`config.mk`:
```
export PLATFORM = sky130hd
export DESIGN_NAME = assoc_wb_cache
export DESIGN_NICKNAME = d
export VERILOG_FILES = /design/src/rtl/assoc_wb_cache.sv
export SDC_FILE = /design/constraint.sdc
export NUM_CORES = 1
export LEC_CHECK = 0
export ABC_AREA = 0
export BUFFER_PORTS_ARGS = -buffer_cell sky130_fd_sc_hd__buf_4
export CORE_UTILIZATION = 50
export CTS_CLUSTER_DIAMETER = 40
export DETAILED_ROUTE_END_ITERATION = 16
export PLACE_DENSITY = 0.68
export SYNTH_ARGS = -nofsm -noshare
export SYNTH_HDL_FRONTEND = slang
export SYNTH_SLANG_ARGS = --single-unit
```
`constraint.sdc`:
```
create_clock -name clk -period 3.7 [get_ports clk]
set_input_delay 0 -clock clk [delete_from_list [all_inputs] [get_ports clk]]
set_output_delay 0 -clock clk [all_outputs]
set_load 0.1 [all_outputs]
```
`src/rtl/assoc_wb_cache.sv`:
```
module assoc_wb_cache #(
  parameter int ADDR_W    = 10,
  parameter int DATA_W    = 32,
  parameter int BLK_WORDS = 2,
  parameter int SETS      = 4,
  parameter int WAYS      = 2
) (
  input  logic                        clk,
  input  logic                        rst_n,
  input  logic                        cpu_req,
  input  logic                        cpu_we,
  input  logic [ADDR_W-1:0]           cpu_addr,
  input  logic [DATA_W-1:0]           cpu_wdata,
  output logic [DATA_W-1:0]           cpu_rdata,
  output logic                        cpu_ready,
  output logic                        mem_req,
  output logic                        mem_we,
  output logic [ADDR_W-$clog2(BLK_WORDS)-1:0] mem_addr,
  output logic [DATA_W*BLK_WORDS-1:0] mem_wdata,
  input  logic [DATA_W*BLK_WORDS-1:0] mem_rdata,
  input  logic                        mem_ack
);
  localparam int OFF_W = $clog2(BLK_WORDS);
  localparam int IDX_W = $clog2(SETS);
  localparam int TAG_W = ADDR_W - OFF_W - IDX_W;
  localparam int BLK_W = DATA_W * BLK_WORDS;
  localparam int WAY_W = (WAYS > 1) ? $clog2(WAYS) : 1;

  typedef enum logic [1:0] {ST_IDLE, ST_WB, ST_FILL} st_t;
  st_t state;

  logic [WAYS-1:0]  valid_q [SETS];
  logic [WAYS-1:0]  dirty_q [SETS];
  logic [TAG_W-1:0] tag_q   [SETS][WAYS];
  logic [BLK_W-1:0] data_q  [SETS][WAYS];
  logic [WAY_W-1:0] age_q   [SETS][WAYS];
  logic [WAY_W-1:0] victim_q;

  wire [IDX_W-1:0] idx = cpu_addr[OFF_W +: IDX_W];
  wire [TAG_W-1:0] tag = cpu_addr[ADDR_W-1 -: TAG_W];
  wire [OFF_W-1:0] off = cpu_addr[OFF_W-1:0];

  logic [WAYS-1:0]  hit_vec;
  logic [WAY_W-1:0] hit_way;
  logic [WAY_W-1:0] vic_way;
  logic             vic_found;
  logic             hit;

  always_comb begin
    hit_way   = '0;
    vic_way   = '0;
    vic_found = 1'b0;
    for (int w = 0; w < WAYS; w++) begin
      hit_vec[w] = valid_q[idx][w] && (tag_q[idx][w] == tag);
      if (hit_vec[w]) hit_way = WAY_W'(w);
    end
    for (int w = 0; w < WAYS; w++)
      if (!valid_q[idx][w] && !vic_found) begin
        vic_way   = WAY_W'(w);
        vic_found = 1'b1;
      end
    if (!vic_found)
      for (int w = 0; w < WAYS; w++)
        if (age_q[idx][w] == WAY_W'(WAYS-1)) vic_way = WAY_W'(w);
  end

  assign hit       = |hit_vec;
  assign cpu_ready = (state == ST_IDLE) && cpu_req && hit;
  assign cpu_rdata = data_q[idx][hit_way][off*DATA_W +: DATA_W];
  assign mem_req   = (state != ST_IDLE);
  assign mem_we    = (state == ST_WB);
  assign mem_addr  = (state == ST_WB) ? {tag_q[idx][victim_q], idx} : cpu_addr[ADDR_W-1:OFF_W];
  assign mem_wdata = data_q[idx][victim_q];

  wire              fill_done = (state == ST_FILL) && mem_ack;
  wire              touch     = cpu_ready || fill_done;
  wire [WAY_W-1:0]  touch_way = cpu_ready ? hit_way : victim_q;

  always_ff @(posedge clk) begin
    if (!rst_n) begin
      state    <= ST_IDLE;
      victim_q <= '0;
      for (int s = 0; s < SETS; s++) begin
        valid_q[s] <= '0;
        dirty_q[s] <= '0;
      end
    end else begin
      case (state)
        ST_IDLE:
          if (cpu_req) begin
            if (hit) begin
              if (cpu_we) begin
                data_q[idx][hit_way][off*DATA_W +: DATA_W] <= cpu_wdata;
                dirty_q[idx][hit_way] <= 1'b1;
              end
            end else begin
              victim_q <= vic_way;
              state    <= (valid_q[idx][vic_way] && dirty_q[idx][vic_way]) ? ST_WB : ST_FILL;
            end
          end
        ST_WB:
          if (mem_ack) state <= ST_FILL;
        default:
          if (mem_ack) begin
            data_q[idx][victim_q]  <= mem_rdata;
            tag_q[idx][victim_q]   <= tag;
            valid_q[idx][victim_q] <= 1'b1;
            dirty_q[idx][victim_q] <= 1'b0;
            state                  <= ST_IDLE;
          end
      endcase
    end
  end

  always_ff @(posedge clk) begin
    if (!rst_n) begin
      for (int s = 0; s < SETS; s++)
        for (int w = 0; w < WAYS; w++) age_q[s][w] <= WAY_W'(w);
    end else if (touch) begin
      for (int w = 0; w < WAYS; w++)
        if (WAY_W'(w) == touch_way) age_q[idx][w] <= '0;
        else if (age_q[idx][w] < age_q[idx][touch_way]) age_q[idx][w] <= age_q[idx][w] + 1'b1;
    end
  end

  a_r3_single_match: assert property (@(posedge clk) disable iff (!rst_n)
    $onehot0(hit_vec));

  a_r4_restart_hits: assert property (@(posedge clk) disable iff (!rst_n)
    fill_done |=> cpu_ready);

  a_r5_write_marks_dirty: assert property (@(posedge clk) disable iff (!rst_n)
    (cpu_ready && cpu_we) |=> dirty_q[$past(idx)][$past(hit_way)]);

  a_r6_wb_before_fill: assert property (@(posedge clk) disable iff (!rst_n)
    (mem_req && mem_we && mem_ack) |=> (mem_req && !mem_we));

  a_r10_req_held: assert property (@(posedge clk) disable iff (!rst_n)
    (mem_req && !mem_ack) |=> (mem_req && $stable(mem_addr) && $stable(mem_we) && $stable(mem_wdata)));
endmodule

```
==> flow_metrics.env, run 1 <==
export IMPL_p_seq_share_pct=45.1
export IMPL_cts_hold_fix_buffers=137
export IMPL_pin_count=219
export IMPL_firstDrtPassIters=5
export IMPL_pwr_share_clk_pct=42.8
export IMPL_rsz0062_at_grt="false"
export IMPL_slew_headroom_pct=35.3
export IMPL_io_buffers=218
export IMPL_grt_overflow=0
export IMPL_die_w_um=227
export IMPL_path_class="register to primary output"
export IMPL_cts_resized=0
export IMPL_grtUsageMet1_pct=34.2
export IMPL_min_period_over_period_pct=87.9
export IMPL_worstPathMaxFanout=15
export IMPL_place_hpwl_mm=39.9
export IMPL_cellInternalPower_mw=12.5
export IMPL_fin_nets=1919
export IMPL_max_freq_mhz=308
export IMPL_multi_input_area_mm2=0.00716
export IMPL_startpoint_type="register"
export IMPL_synth_avg_cell_area_um2=17.8
export IMPL_insertion_delay_ns=0.59
export IMPL_slowest_delay_ns=0.60
export IMPL_grtUsageMet2_pct=39.1
export IMPL_wl_mm=61.7
export IMPL_critPathBufInv=2
export IMPL_start_util_pct=50.5
export IMPL_place_congestion=0.801
export IMPL_fin_util_pct=63.7
export IMPL_grt_total_usage_pct=24.6
export IMPL_setup_tns_ns=0
export IMPL_die_h_um=227
export IMPL_drtIter0Drc=1469
export IMPL_clkTransAtPathRegs_ns=0.05
export IMPL_num_fill_cells=3500
export IMPL_cts_sinks=595
export IMPL_cts_buffer_depth=3
export IMPL_synth_top_area_share_pct=70.1
export IMPL_routedWlPerCell_um=24.3
export IMPL_busiest_layer="met2"
export IMPL_antenna_cells=0
export IMPL_cpMaxStageDelayCell="mux4_2"
export IMPL_viasPerCell=5.83
export IMPL_skew_ns=0.0301
export IMPL_grt_util_met3_pct=5.15
export IMPL_yosys_warnings=0
export IMPL_drv_cap=0
export IMPL_ys_types=38
export IMPL_path_delay_family="multiplexers"
export IMPL_numPlacedInstances=2267
export IMPL_drtAntennaViolNets=0
export IMPL_register_area_mm2=0.0178
export IMPL_irDropWorstVdd_mv=0.347
export IMPL_post_cts_buffers=0
export IMPL_p_sw_mw=4.13
export IMPL_synth_nets=1535
export IMPL_p_leak_nw=10.7
export IMPL_area_growth_pct=26.1
export IMPL_cp_arrival_ns=3.25
export IMPL_grt_pass1_vias=14705
export IMPL_netlist_area_mm2=0.0253
export IMPL_pwr_share_comb_pct=12.2
export IMPL_cp_required_ns=3.70
export IMPL_min_period_ns=3.25
export IMPL_worst_pin_slew_ns=0.971
export IMPL_cts_root_buf="clkbuf_16"
export IMPL_antenna_found_initial=2
export IMPL_vias=14781
export IMPL_timing_critical_path_cells="mux4_2 -> xnor2_1 -> nand4_1 -> or2_4 -> buf_4 -> mux4_2 -> buf_4"
export IMPL_drive_gt1_share_pct=35.1
export IMPL_setup_violations_final=0
export IMPL_min_path_type="input pin to register"
export IMPL_finalHoldViolCount=0
export IMPL_grt_start_max_net_pins=129
export IMPL_die_area_mm2=0.0515
export IMPL_numCtsBuffers=74
export IMPL_cts_tree="done"
export IMPL_grt_pass1_wl_mm=91.1
export IMPL_switching_share_pct=24.8
export IMPL_synthCells=1424
export IMPL_htreeDepth=3
export IMPL_core_area_mm2=0.0501
export IMPL_fp_row_count=82
export IMPL_end_kind="primary output"
export IMPL_maxSlewViolCount=0
export IMPL_synth_largest_area_cell="edfxtp_1"
export IMPL_status="completed"
export IMPL_yosys_top_cells_area="edfxtp_1, mux4_2, nand2_1, o21ai_0, mux2_2"
export IMPL_ys_seq_area_share_pct=70.4
export IMPL_stdcell_count=2537
export IMPL_drcViolationCount=0
export IMPL_synth_seq_cells=595
export IMPL_power_density_mw_per_mm2=521
[path summary, 6_finish.rpt]
| kind | startpoint | to | slack [ns] | cells after the start |
|---|---|---|---|---|
| hold reg to reg | age_q[2][1] | age_q[2][1] | 0.50 | 2 |
| setup reg to reg | tag_q[3][1] | data_q[3][20] | 0.70 | 8 |
| setup / recovery | tag_q[3][1] | cpu_rdata[0] | 0.45 | 7 |
| hold / removal | cpu_wdata[28] | data_q[3][60] | 0.02 | 3 |
[cells in the final DEF, fill, tap and decap left out, drive strengths merged, types with 13 or more instances in the layout]
master	n
inv	13
xnor2	14
clkbuf	79
edfxtp	591
mux4	180
mux2	64
dlygate4sd3	137
nand2	205
nor2	48
clkinv	31
o21ai	155
buf	272
[flip-flops by register name, summed over array words and instances, names as in the netlist]
signal	count
tag_q	56
victim_q	1
data_q	512
age_q	8
valid_q	8
state	2
dirty_q	8
[power groups by stage]
stage	Combinational [mW]	Sequential (mW)	Clock, mW
2_1_floorplan	1.37	7.63	0
3_5_place_dp	1.90	7.64	0
4_1_cts	2.03	7.50	7.20
5_1_grt	2.12	7.49	7.47
6_report	2.02	7.50	7.11
3_3_place_gp	1.89	7.63	0
[Yosys cell counts]
| cell | instances |
|---|---|
| a211o_1 | 1 |
| a21boi_0 | 1 |
| a21boi_1 | 4 |
| a21oi_1 | 6 |
| a31oi_1 | 1 |
| a41oi_1 | 1 |
| and2_1 | 3 |
| and3_1 | 2 |
| buf_1 | 6 |
| buf_2 | 9 |
| buf_4 | 3 |
| buf_6 | 4 |
| clkbuf_1 | 79 |
| clkinv_1 | 1 |
| dfxtp_1 | 4 |
| edfxtp_1 | 591 |
| inv_1 | 3 |
| inv_2 | 1 |
| mux2_2 | 64 |
| mux2i_1 | 9 |
| mux4_2 | 180 |
| nand2_1 | 205 |
| nand2b_1 | 5 |
| nand3_1 | 4 |
| nand4_1 | 5 |
| nor2_1 | 48 |
| nor2b_1 | 1 |
| nor3_1 | 1 |
| nor4bb_1 | 1 |
| o211ai_1 | 1 |
| o21a_1 | 3 |
| o21ai_0 | 146 |
| o21ai_1 | 9 |
| o32a_1 | 1 |
| or2_1 | 3 |
| or2_2 | 3 |
| or3_4 | 1 |
| xnor2_1 | 14 |
[stage by stage]
step                      cell area [um^2]  hold WS (ns)  setup WS [ns]  total power [mW]
after floorplan                      25300        0.0989         0.0204              9.00
after global placement               28100         0.279          0.738              9.52
after detailed placement             28100         0.288          0.721              9.54
after CTS                            31900       0.00687          0.390              16.7
after global routing                 31900        0.0455          0.268              17.1
final                                31900        0.0243          0.449              16.6
[layout make-up]
cell class | count | area share, %
inverter | 5 | 0.0588
clock inverter | 54 | 1.80
multi-input combinational | 723 | 22.4
sequential | 595 | 55.9
timing repair buffer | 409 | 11.3
clock buffer | 79 | 5.93
tap | 672 | 2.63
[tightest hold or removal path, cell delays in order]
cell and delay [ns]:
buf_4 0.11, nand2_1 0.07, o21ai_0 0.18
[metal layers]
layer,routed length (um),vias up
li1,-,6446
met1,24700,7574
met2,30300,653
met3,4830,104
met4,1760,4
met5,22,-
[kinds of logic (layout without fill, tap and decap cells)]
family	count (synthesis)	after routing	share of synthesized area (%)
multiplexers	253	253	19.2
XOR/XNOR	14	14	0.485
buffers and inverters	106	547	1.78
AO/OA/AOI/OAI	174	174	3.58
AND/OR/NAND/NOR	282	282	4.48
flip-flops	595	595	70.4
(Power assumes the default switching activity.)
==> inputs of run 2 (changes only) <==
PLACE_DENSITY = default   (was 0.68)
PLACE_DENSITY_LB_ADDON = 0.05   (was default)
==> flow_metrics.env, run 2 (synthesis results as in run 1) <==
export IMPL_status="completed"
export IMPL_fp_row_count=82
export IMPL_cp_required_ns=3.70
export IMPL_setup_tns_ns=0
export IMPL_cpMaxStageDelayCell="mux4_2"
export IMPL_htreeDepth=3
export IMPL_grt_pass1_wl_mm=93.6
export IMPL_wl_mm=64.4
export IMPL_drcViolationCount=0
export IMPL_antenna_found_initial=0
export IMPL_place_hpwl_mm=41.6
export IMPL_worstPathMaxFanout=34
export IMPL_fin_util_pct=64.1
export IMPL_antenna_cells=0
export IMPL_slew_headroom_pct=30.5
export IMPL_area_growth_pct=26.8
export IMPL_multi_input_area_mm2=0.00716
export IMPL_power_density_mw_per_mm2=528
export IMPL_grt_overflow=0
export IMPL_regMostFlops="data_q"
export IMPL_cts_sinks=595
export IMPL_die_area_mm2=0.0515
export IMPL_pre_cts_ws_ns=0.627
export IMPL_start_util_pct=50.5
export IMPL_post_cts_buffers=0
export IMPL_place_congestion=0.785
export IMPL_numCtsBuffers=80
export IMPL_min_period_ns=3.48
export IMPL_die_w_um=227
export IMPL_rrSetupSlack_ns=0.65
export IMPL_startpoint_type="register"
export IMPL_drtIter0Drc=1548
export IMPL_grt_total_usage_pct=25.6
export IMPL_min_period_over_period_pct=94.2
export IMPL_largestRegisters="data_q (512), tag_q (56)"
export IMPL_grt_start_max_net_pins=94
export IMPL_io_buffers=218
export IMPL_maxSlewViolCount=0
export IMPL_clkTransAtPathRegs_ns=0.06
export IMPL_end_kind="primary output"
export IMPL_path_class="register to primary output"
export IMPL_drv_cap=0
export IMPL_finalHoldViolCount=0
export IMPL_p_leak_nw=10.8
export IMPL_skew_ns=0.0181
export IMPL_register_area_mm2=0.0178
export IMPL_grt_pass1_vias=14639
export IMPL_drive_gt1_share_pct=36.2
export IMPL_viasPerCell=5.79
export IMPL_slowest_delay_ns=0.64
export IMPL_die_h_um=227
export IMPL_core_area_mm2=0.0501
export IMPL_setup_violations_final=0
export IMPL_timing_critical_path_cells="mux4_2 -> xnor2_1 -> nand4_1 -> or2_2 -> buf_4 -> mux4_2 -> buf_4"
export IMPL_layout_commonest_cell="edfxtp_1"
export IMPL_mostFrequentLayoutCells="edfxtp_1, buf_4, nand2_1, mux4_2, o21ai_0"
export IMPL_cp_arrival_ns=3.48
export IMPL_fin_nets=1929
export IMPL_rsz0062_at_grt="false"
export IMPL_irDropWorstVdd_mv=0.360
export IMPL_routedWlPerCell_um=25.2
export IMPL_pin_count=219
export IMPL_firstDrtPassIters=5
export IMPL_insertion_delay_ns=0.61
export IMPL_vias=14787
export IMPL_cts_tree="done"
export IMPL_num_fill_cells=3606
export IMPL_min_path_type="input pin to register"
export IMPL_largest_reg_flops=512
export IMPL_worst_pin_slew_ns=1.04
export IMPL_setup_slack_ns=0.216
export IMPL_cts_root_buf="clkbuf_16"
export IMPL_max_freq_mhz=287
export IMPL_drtAntennaViolNets=0
export IMPL_cts_buffer_depth=3
==> run 2: cell types whose count changed in the layout (fill, tap and decap cells not counted), sizes merged <==
cell,change
clkbuf,+8
inv,+8
buf,+5
bufinv,-4
clkinv,-2
clkinvlp,+2
dlygate4sd3,-1
==> run 2: stage by stage <==
step	std cells	total power, mW	hold WS, ns	cell area, um^2
finish	2553	16.9	0.0216	32100
global route	2553	17.4	0.0219	32100
CTS	2553	17.1	0.00640	32100
detailed placement	2272	9.56	0.279	28100
global placement	2272	9.54	0.280	28100
floorplan	1424	9.00	0.0989	25300
==> run 2: final timing paths <==
path / endpoint / from / depth (start not counted)
worst max-delay path: cpu_rdata[17] / tag_q[0][1] / 7
worst min-delay path: data_q[3][118] / cpu_wdata[22] / 3
worst max register to register: data_q[2][72] / tag_q[3][8] / 8
worst min register to register: age_q[2][1] / age_q[2][1] / 2
==> run 2: power by group <==
part | internal [mW] | switching [mW]
Clock | 4.47 | 2.93
Combinational | 0.642 | 1.39
Sequential | 7.48 | 0.0159
Total | 12.6 | 4.34
==> run 2: repair_timing <==
item / 4_1_cts / 5_1_grt
hold endpoints to repair: 575 / 0
hold buffers: 136 / 0
gates resized for setup: 0 / 0
==> run 2: cell type report <==
class / count / share of cell area, %
Tap cell: 672 / 2.62
Clock inverter: 58 / 1.68
Sequential cell: 595 / 55.6
Timing Repair Buffer: 413 / 11.3
Inverter: 5 / 0.0585
Clock buffer: 87 / 6.45
Multi-Input combinational cell: 723 / 22.3
==> run 2: per-layer routing <==
layer	up-vias	share of wire (%)	GRT usage (%)
met5	-	0	0
met4	0	3.1	10.0
met3	105	6.0	3.74
met2	527	49	41.6
met1	7670	42	35.5
li1	6485	-	-
==> run 2: critical path, delay by kind of cell (launching register included) <==
kind	cells	cell delay, ns
buffers and inverters	2	0.89
DFF	1	0.36
and+or+nand+nor	2	0.33
xor gates and xnor gates	1	0.16
muxes	2	1.13
==> inputs of run 3 (changes only) <==
CELL_PAD_IN_SITES_DETAIL_PLACEMENT = 1   (was default)
CELL_PAD_IN_SITES_GLOBAL_PLACEMENT = 2   (was default)
CORE_UTILIZATION = 41   (was 50)
==> flow_metrics.env, run 3 (synthesis results as in run 1) <==
export IMPL_regMostFlops="data_q"
export IMPL_min_period_over_period_pct=94.4
export IMPL_drtAntennaViolNets=0
export IMPL_stdcell_count=2695
export IMPL_slew_headroom_pct=20.1
export IMPL_worst_pin_slew_ns=1.20
export IMPL_largest_reg_flops=512
export IMPL_p_sw_mw=4.54
export IMPL_p_seq_share_pct=40.4
export IMPL_power_mw=18.6
export IMPL_pin_count=219
export IMPL_numPlacedInstances=2386
export IMPL_antenna_found_initial=1
export IMPL_grtUsageMet1_pct=30.6
export IMPL_drv_cap=0
export IMPL_vias=14792
export IMPL_cellInternalPower_mw=14.0
export IMPL_die_h_um=250
export IMPL_drive_gt1_share_pct=36.5
export IMPL_cp_required_ns=3.70
export IMPL_viasPerCell=5.49
export IMPL_routedWlPerCell_um=26.5
export IMPL_drtIter0Drc=1015
export IMPL_wl_mm=71.3
export IMPL_fp_row_count=90
export IMPL_place_congestion=0.753
export IMPL_min_period_ns=3.49
export IMPL_cts_sinks=595
export IMPL_finalHoldViolCount=0
export IMPL_worstPathMaxFanout=34
export IMPL_irDropWorstVdd_mv=0.358
export IMPL_cts_root_buf="clkbuf_16"
export IMPL_drcViolationCount=0
export IMPL_clkTransAtPathRegs_ns=0.05
export IMPL_core_area_mm2=0.0607
export IMPL_numCtsBuffers=92
export IMPL_setup_tns_ns=0
export IMPL_place_area_mm2=0.0282
export IMPL_cts_buffer_depth=3
export IMPL_grt_total_usage_pct=23.3
export IMPL_grt_pass1_wl_mm=105
export IMPL_pwr_share_comb_pct=11.0
export IMPL_rsz0062_at_grt="false"
export IMPL_mostFrequentLayoutCells="edfxtp_1, buf_4, nand2_1, mux4_2, o21ai_0"
export IMPL_io_buffers=218
export IMPL_start_util_pct=41.7
export IMPL_grtUsageMet2_pct=39.7
export IMPL_power_density_mw_per_mm2=565
export IMPL_min_path_type="input pin to register"
export IMPL_startpoint_type="register"
export IMPL_fin_area_mm2=0.0329
export IMPL_p_leak_nw=11.2
export IMPL_setup_violations_final=0
export IMPL_grt_pass1_vias=15887
export IMPL_layout_commonest_cell="edfxtp_1"
export IMPL_place_hpwl_mm=44.4
export IMPL_area_growth_pct=30.0
export IMPL_antenna_cells=0
export IMPL_switching_share_pct=24.4
export IMPL_cp_arrival_ns=3.49
export IMPL_largestRegisters="data_q (512), tag_q (56)"
export IMPL_grt_start_max_net_pins=77
export IMPL_die_area_mm2=0.0627
export IMPL_max_freq_mhz=286
export IMPL_num_fill_cells=5560
export IMPL_insertion_delay_ns=0.63
export IMPL_die_w_um=250
export IMPL_grt_util_met3_pct=4.40
export IMPL_cts_tree="done"
export IMPL_post_cts_buffers=0
export IMPL_skew_ns=0.0189
export IMPL_path_class="register to primary output"
export IMPL_busiest_layer="met2"
export IMPL_end_kind="primary output"
export IMPL_maxSlewViolCount=0
export IMPL_pwr_share_clk_pct=48.6
export IMPL_grt_overflow=0
export IMPL_fin_nets=1950
export IMPL_htreeDepth=3
export IMPL_status="completed"
export IMPL_firstDrtPassIters=5
==> run 3: cell types whose count changed in the layout (fill, tap and decap cells not counted), sizes merged <==
cell         change
inv              -7
clkbuf          +15
dlygate4sd3      +5
buf              +4
bufinv          +13
clkinvlp         +2
==> run 3: worst paths after layout <==
check / startpoint / end / slack, ns / depth (start not counted)
hold reg to reg: age_q[2][1] / age_q[2][1] / 0.49 / 2
setup / recovery: tag_q[3][4] / cpu_rdata[11] / 0.21 / 7
hold / removal: cpu_addr[0] / data_q[3][103] / 0.15 / 3
setup reg to reg: tag_q[3][10] / data_q[0][69] / 0.47 / 8
==> run 3: repair_timing <==
item / in CTS / in global routing
pin swaps: 0 / 0
resized for setup: 1 / 1
endpoints found under the setup margin: 32 / 16
cloned: 0 / 0
hold buffers: 141 / 0
endpoints found under the hold margin: 599 / 0
==> run 3: per-layer routing <==
layer  vias to the layer above  part of all wire [%]
met4                         0                   2.1
li1                       6521                     -
met3                       107                   4.7
met5                         -                     0
met2                       367                    51
met1                      7797                    42
==> run 3: cell type report <==
type | count | area, um^2 | area share [%]
flip-flops and latches | 595 | 17800 | 54.2
multi-input cells | 723 | 7160 | 21.8
repair buffers | 422 | 3680 | 11.2
clock buffers | 102 | 2380 | 7.24
well taps | 782 | 978 | 2.97
clock inverters | 66 | 856 | 2.60
inverters | 5 | 18.8 | 0.0570
==> run 3: worst max-delay path, cell delays in order, from the launching register on <==
cell and delay, ns:
edfxtp_1 0.36, mux4_2 0.53, xnor2_1 0.15, nand4_1 0.17, or2_4 0.17, buf_6 0.53, mux4_2 0.67, buf_4 0.27
==> run 3: through the flow <==
step / utilization, % / hold slack [ns] / setup slack, ns
after global placement: 46.5 / 0.279 / 0.377
after global routing: 54.2 / 0.169 / 0.0359
after floorplan: - / 0.0989 / 0.0204
after CTS: 54.2 / 0.123 / 0.00778
final: 54.2 / 0.149 / 0.209
after detailed placement: 46.5 / 0.288 / 0.385
==> run 3: power by group through the flow <==
stage | Clock [mW] | Sequential, mW | Combinational, mW
2_1_floorplan | 0 | 7.63 | 1.37
3_3_place_gp | 0 | 7.65 | 1.92
3_5_place_dp | 0 | 7.65 | 1.94
4_1_cts | 9.18 | 7.51 | 2.07
5_1_grt | 9.42 | 7.51 | 2.15
6_report | 9.02 | 7.52 | 2.05
